File: config.mk
export PLATFORM = sky130hd
export DESIGN_NAME = scl_pacer
export DESIGN_NICKNAME = d
export VERILOG_FILES = /design/src/rtl/scl_pacer_pkg.sv /design/src/rtl/scl_cfg_decode.sv /design/src/rtl/scl_prescaler.sv /design/src/rtl/scl_phase_seq.sv /design/src/rtl/scl_pacer.sv
export SDC_FILE = /design/constraint.sdc
export NUM_CORES = 1
export LEC_CHECK = 0
export BUFFER_PORTS_ARGS = -buffer_cell sky130_fd_sc_hd__buf_2
export CORE_MARGIN = 10
export CORE_UTILIZATION = 55
export CTS_CLUSTER_DIAMETER = 50
export DETAILED_ROUTE_END_ITERATION = 16
export PLACE_DENSITY_LB_ADDON = 0.25
export RECOVER_POWER = 50
export SLEW_MARGIN = 20
export SYNTH_ARGS = -nofsm -noshare
export SYNTH_HDL_FRONTEND = slang
export SYNTH_HIERARCHICAL = 1
export SYNTH_SLANG_ARGS = --single-unit
File: constraint.sdc
create_clock -name clk -period 3.5 [get_ports clk]
set_input_delay 0.35 -clock clk [delete_from_list [all_inputs] [get_ports clk]]
set_output_delay 0.35 -clock clk [all_outputs]
set_load 0.1 [all_outputs]
File: src/rtl/scl_pacer_pkg.sv
package scl_pacer_pkg;
  // Field positions inside the timing word (the decode depends on them)
  localparam int HI_LSB  = 16;
  localparam int LO_LSB  = 12;
  localparam int EXP_LSB = 0;

  typedef enum logic [1:0] {
    SQ_IDLE = 2'd0,
    SQ_LOW  = 2'd1,
    SQ_HOLD = 2'd2,
    SQ_HIGH = 2'd3
  } seq_state_t;
endpackage

File: src/rtl/scl_cfg_decode.sv
module scl_cfg_decode #(
  parameter int CFG_W   = 32,
  parameter int PHASE_W = 4,
  parameter int EXP_W   = 4
) (
  input  logic [CFG_W-1:0]   cfg_word,
  output logic [PHASE_W-1:0] hi_len,
  output logic [PHASE_W-1:0] lo_len,
  output logic [EXP_W-1:0]   exp_sel
);
  import scl_pacer_pkg::*;

  logic unused_cfg;

  assign hi_len     = cfg_word[HI_LSB +: PHASE_W];
  assign lo_len     = cfg_word[LO_LSB +: PHASE_W];
  assign exp_sel    = cfg_word[EXP_LSB +: EXP_W];
  assign unused_cfg = ^cfg_word;
endmodule

File: src/rtl/scl_prescaler.sv
module scl_prescaler #(
  parameter int EXP_W = 4
) (
  input  logic             clk,
  input  logic             rst,
  input  logic             clr,
  input  logic [EXP_W-1:0] exp_sel,
  output logic             tick
);
  localparam int CNT_W = (1 << EXP_W) - 1;

  logic [CNT_W-1:0] cnt;
  logic [CNT_W-1:0] limit;

  // limit = 2^exp - 1, built without a wide shift of a constant 1
  assign limit = ~({CNT_W{1'b1}} << exp_sel);
  assign tick  = !clr && (cnt == limit);

  always_ff @(posedge clk) begin
    if (rst || clr || tick) cnt <= '0;
    else                    cnt <= cnt + 1'b1;
  end
endmodule

File: src/rtl/scl_phase_seq.sv
module scl_phase_seq #(
  parameter int PHASE_W = 4
) (
  input  logic               clk,
  input  logic               rst,
  input  logic               run,
  input  logic               tick,
  input  logic               hold_low,
  input  logic               scl_in,
  input  logic [PHASE_W-1:0] hi_len,
  input  logic [PHASE_W-1:0] lo_len,
  output logic               pre_clr,
  output logic               drive_low,
  output logic               rise_stb,
  output logic               fall_stb,
  output logic               smp_stb
);
  import scl_pacer_pkg::*;

  seq_state_t         state;
  logic [PHASE_W-1:0] cnt;
  logic [PHASE_W-1:0] hi_mid;

  assign hi_mid  = hi_len >> 1;
  // Prescaler restarts whenever a phase start is not yet anchored
  assign pre_clr = !run || (state == SQ_IDLE) || (state == SQ_HOLD) ||
                   ((state == SQ_HIGH) && !scl_in);

  always_ff @(posedge clk) begin
    rise_stb <= 1'b0;
    fall_stb <= 1'b0;
    smp_stb  <= 1'b0;
    if (rst || !run) begin
      state     <= SQ_IDLE;
      cnt       <= '0;
      drive_low <= 1'b0;
    end else begin
      unique case (state)
        SQ_IDLE: begin
          state     <= SQ_LOW;
          cnt       <= '0;
          drive_low <= 1'b1;
          fall_stb  <= 1'b1;
        end
        SQ_LOW: begin
          if (tick) begin
            if (cnt == lo_len) begin
              cnt <= '0;
              if (hold_low) begin
                state <= SQ_HOLD;
              end else begin
                state     <= SQ_HIGH;
                drive_low <= 1'b0;
                rise_stb  <= 1'b1;
              end
            end else begin
              cnt <= cnt + 1'b1;
            end
          end
        end
        SQ_HOLD: begin
          if (!hold_low) begin
            state     <= SQ_HIGH;
            drive_low <= 1'b0;
            rise_stb  <= 1'b1;
          end
        end
        SQ_HIGH: begin
          if (tick) begin
            if (cnt == hi_mid) smp_stb <= 1'b1;
            if (cnt == hi_len) begin
              state     <= SQ_LOW;
              cnt       <= '0;
              drive_low <= 1'b1;
              fall_stb  <= 1'b1;
            end else begin
              cnt <= cnt + 1'b1;
            end
          end
        end
        default: state <= SQ_IDLE;
      endcase
    end
  end
endmodule

File: src/rtl/scl_pacer.sv
module scl_pacer #(
  parameter int CFG_W   = 32,
  parameter int PHASE_W = 4,
  parameter int EXP_W   = 4
) (
  input  logic             clk,
  input  logic             rst,
  input  logic             run,
  input  logic             hold_low,
  input  logic [CFG_W-1:0] cfg_word,
  input  logic             scl_in,
  output logic             scl_drive_low,
  output logic             scl_rise_stb,
  output logic             scl_fall_stb,
  output logic             scl_sample_stb
);
  logic [PHASE_W-1:0] hi_len;
  logic [PHASE_W-1:0] lo_len;
  logic [EXP_W-1:0]   exp_sel;
  logic               tick;
  logic               pre_clr;

  scl_cfg_decode #(.CFG_W(CFG_W), .PHASE_W(PHASE_W), .EXP_W(EXP_W)) u_dec (
    .cfg_word (cfg_word),
    .hi_len   (hi_len),
    .lo_len   (lo_len),
    .exp_sel  (exp_sel)
  );

  scl_prescaler #(.EXP_W(EXP_W)) u_pre (
    .clk     (clk),
    .rst     (rst),
    .clr     (pre_clr),
    .exp_sel (exp_sel),
    .tick    (tick)
  );

  scl_phase_seq #(.PHASE_W(PHASE_W)) u_seq (
    .clk       (clk),
    .rst       (rst),
    .run       (run),
    .tick      (tick),
    .hold_low  (hold_low),
    .scl_in    (scl_in),
    .hi_len    (hi_len),
    .lo_len    (lo_len),
    .pre_clr   (pre_clr),
    .drive_low (scl_drive_low),
    .rise_stb  (scl_rise_stb),
    .fall_stb  (scl_fall_stb),
    .smp_stb   (scl_sample_stb)
  );
endmodule

==> reports/results.tsv <==
stage	metric	value	unit
synth	largest area contributor in the netlist	dfxtp_1	
critical_path	crit start category	flop	
synth	Post-synth ARST share	0	
clocking	TritonCTS clock tree	yes	
critical_path	CP top delay family	simple AND/OR/NAND/NOR gates	
route	final WL	3990	um
hold_path	worst hold start	hold_low	
synth	yosys warns	6	
status	status	finished clean	
synth	Yosys cell types	50	
global_routing	gr ovfl total	0	
hold_path	hold path cells	2	
clocking	TritonCTS sink count	25	
hold_path	hold crit path type	in2reg	
clocking	cts bufs inserted	3	
timing	clk_skew	2.21	ps
cells_and_area	Finished Core Util	0.566	
route	Starting DRT DRC Count	128	
power	VDD IR max	0.000168	V
critical_path	critical path endpoint category	flop	
clocking	clock root cell	clkbuf_4	
cells_and_area	fill cell count	333	
clocking	clk slew on worst S/H paths	120	ps
global_routing	gr usage total	0.126	
critical_path	crit path kind	reg2reg	
clocking	hold buffer count at cts	0	
critical_path	critical path cell sequence	inv_1 -> ha_1 -> nor2_1 -> o211ai_1 -> or4_1 -> nor4_1 -> and2_1 -> o21ai_0 -> or3_1 -> a221oi_2	
hold_path	hold endpoint	u_seq/rise_stb	
cells_and_area	Layout area overhead	-1.48	%
placed_design	Final HPWL DP	3010	um
synth	sequential-to-total area share from yosys stat	0.257	
timing	worst hold slack	238	ps
route	routed via count	1610	
clocking	# H-tree levels	1	
route	drt pass-1 iters	4	
flow_run	max_cap viols	0	
critical_path	CP max stage delay	550	ps
synth	Synth Register Bits	25	
timing	final hold violations	0	
synth	Post-synth EDFFs	0	
synth	Avg Inst Size Synth	8.40	um^2
die	Die X	79.5	um
route	routed len/inst	14.4	um
timing	final setup fails	0	
route	antenna-violating nets left	0	
placed_design	gp weighted congestion	0.872	
critical_path	Data required, critical path	3730	ps
die	IO Count	41	
cells_and_area	multi-input logic area	1200	um^2
timing	Final Slew Violations	0	
clocking	Setup Fix Bufs, Post-CTS	0	
cells_and_area	area occupied by registers	500	um^2
timing	Final period util	0.852	
synth	Mapped Area	1950	um^2
placed_design	port bufs	20	
cells_and_area	Final #Nets	275	
critical_path	reg2reg end	u_seq/state[0]	
global_routing	via count of the first global-routing pass	1473	
global_routing	first-pass GRT wire length	6710	um
critical_path	R2R cell count	10	
synth	top cells by area, synth	dfxtp_1 (26%), xnor2_1 (7.6%), xor2_1 (5.8%)	
synth	Yosys top cell area share	0.257	
critical_path	reg2reg setup slack	520	ps
die	# rows	21	
timing	fmax	0.335	GHz
synth	synthesized instance count	232	
critical_path	slowest cell on the critical path	or4_1	
critical_path	WP data arrival	3210	ps
synth	dominant synthesized flop cell	dfxtp_1	
die	Initial Utilization	0.575	
power	Cell Pwr Density	280	nW/um^2
timing	Slew headroom	0.218	
clocking	worst-skew pair later-pin latency	300	ps
cells_and_area	layout cells sized above 1	0.134	
clocking	Longest Clk Path Bufs	2	
die	die span in y	79.5	um
critical_path	Worst Path Buf+Inv	1	
synth	syn_nets	275	
global_routing	largest net degree at the start of global routing	20	
synth	top-count cell post-synth	dfxtp_1	
timing	TNS Setup	0	ps
die	die footprint	6320	um^2
global_routing	initial antenna violation count	0	
cells_and_area	Ant. Diodes	0	
timing	minimum clock period	2980	ps
critical_path	Crit Path Max Fanout	6	
timing	worst-margin pin slew	1180	ps
synth	Synth top cells by count	dfxtp_1 (25), nand2_1 (21), a21oi_1 (17), xnor2_1 (17)	
die	core area	3390	um^2
timing	RSZ-0062 raised after global routing	no	
route	DR vias/cell	5.81	
critical_path	FF-to-FF Start	u_seq/state[0]	
route	Post-route DRC	0	
power	Static Leak	0.664	nW
clocking	PostCTS Resize Cnt	0	
-- routing by layer --
layer | part of all wire | GRT usage | vias to the layer above
met5 | 0 | 0 | -
met4 | 0.011 | 0.0484 | 0
met3 | 0.041 | 0.0259 | 4
met2 | 0.49 | 0.213 | 32
met1 | 0.45 | 0.153 | 736
li1 | - | - | 838
-- layout by cell type, fill, tap and decap left out, types with 2 or more instances in the layout --
master     count
nor4_1         8
buf_4          2
nand2_1       21
nand4_1        4
and4_1         3
clkbuf_1       6
xnor2_1       17
a221oi_2       2
o211ai_1       2
nand3_1        7
or4_1          3
clkbuf_4       3
a21oi_1       17
o21ai_0        4
nor3_1         4
nor4bb_1       2
nor2_1        14
nor4b_1        4
a31oi_1        5
buf_2         16
ha_1           6
and3_1         2
dfxtp_1       25
nor2b_1        2
o22ai_1        3
a2111oi_0      7
xor2_1        13
inv_1          6
and2_1         3
a21oi_2        3
-- power by group --
part           leakage (nW)  internal [W]  total, W  switching (W)
Combinational         0.447     0.0000439  0.000121      0.0000768
Sequential            0.202      0.000290  0.000295     0.00000535
Clock                0.0150     0.0000444  0.000122      0.0000775
-- cells by family after synthesis --
logic type                 share of synthesized area
buffers and inverters                          0.118
xor gates and xnor gates                       0.135
and+or+nand+nor                                0.245
adders and majority gates                     0.0385
AOI/OAI and AO/OA                              0.201
muxes                                        0.00514
DFF                                            0.257
-- through the flow --
stage | setup slack, ps | total power (W) | cells | cell area [um^2]
after floorplan | 691 | 0.000409 | 232 | 1950
after global placement | 599 | 0.000423 | 273 | 1920
after global routing | 285 | 0.000568 | 277 | 1920
after detailed placement | 612 | 0.000424 | 273 | 1920
final | 516 | 0.000538 | 277 | 1920
after CTS | 578 | 0.000549 | 277 | 1950
-- cell type report --
type / count / area share
sequential: 25 / 0.261
inverter: 6 / 0.0117
timing repair buffer: 23 / 0.0593
multi-input combinational: 173 / 0.625
clock buffer: 4 / 0.0137
tap: 46 / 0.0300
-- sequential cells by signal (all words and copies together), names as in the netlist --
register and flops:
u_seq/rise_stb 1, u_seq/cnt 4, u_pre/cnt 15, u_seq/state 2, u_seq/fall_stb 1, u_seq/smp_stb 1
u_seq/drive_low 1
-- worst max-delay path by stage --
stage	slack (ps)	cells past startpoint	to	start
2_1_floorplan	690	10	u_seq/state[0]	u_seq/state[0]
3_3_place_gp	600	10	u_seq/state[0]	u_seq/state[0]
3_5_place_dp	610	10	u_seq/state[1]	u_seq/state[0]
4_1_cts	580	10	u_seq/state[1]	u_seq/state[0]
5_1_grt	280	10	u_seq/state[0]	u_seq/state[0]
6_report	520	10	u_seq/state[0]	u_seq/state[0]
Note: power is estimated with default switching activity, not from simulation.
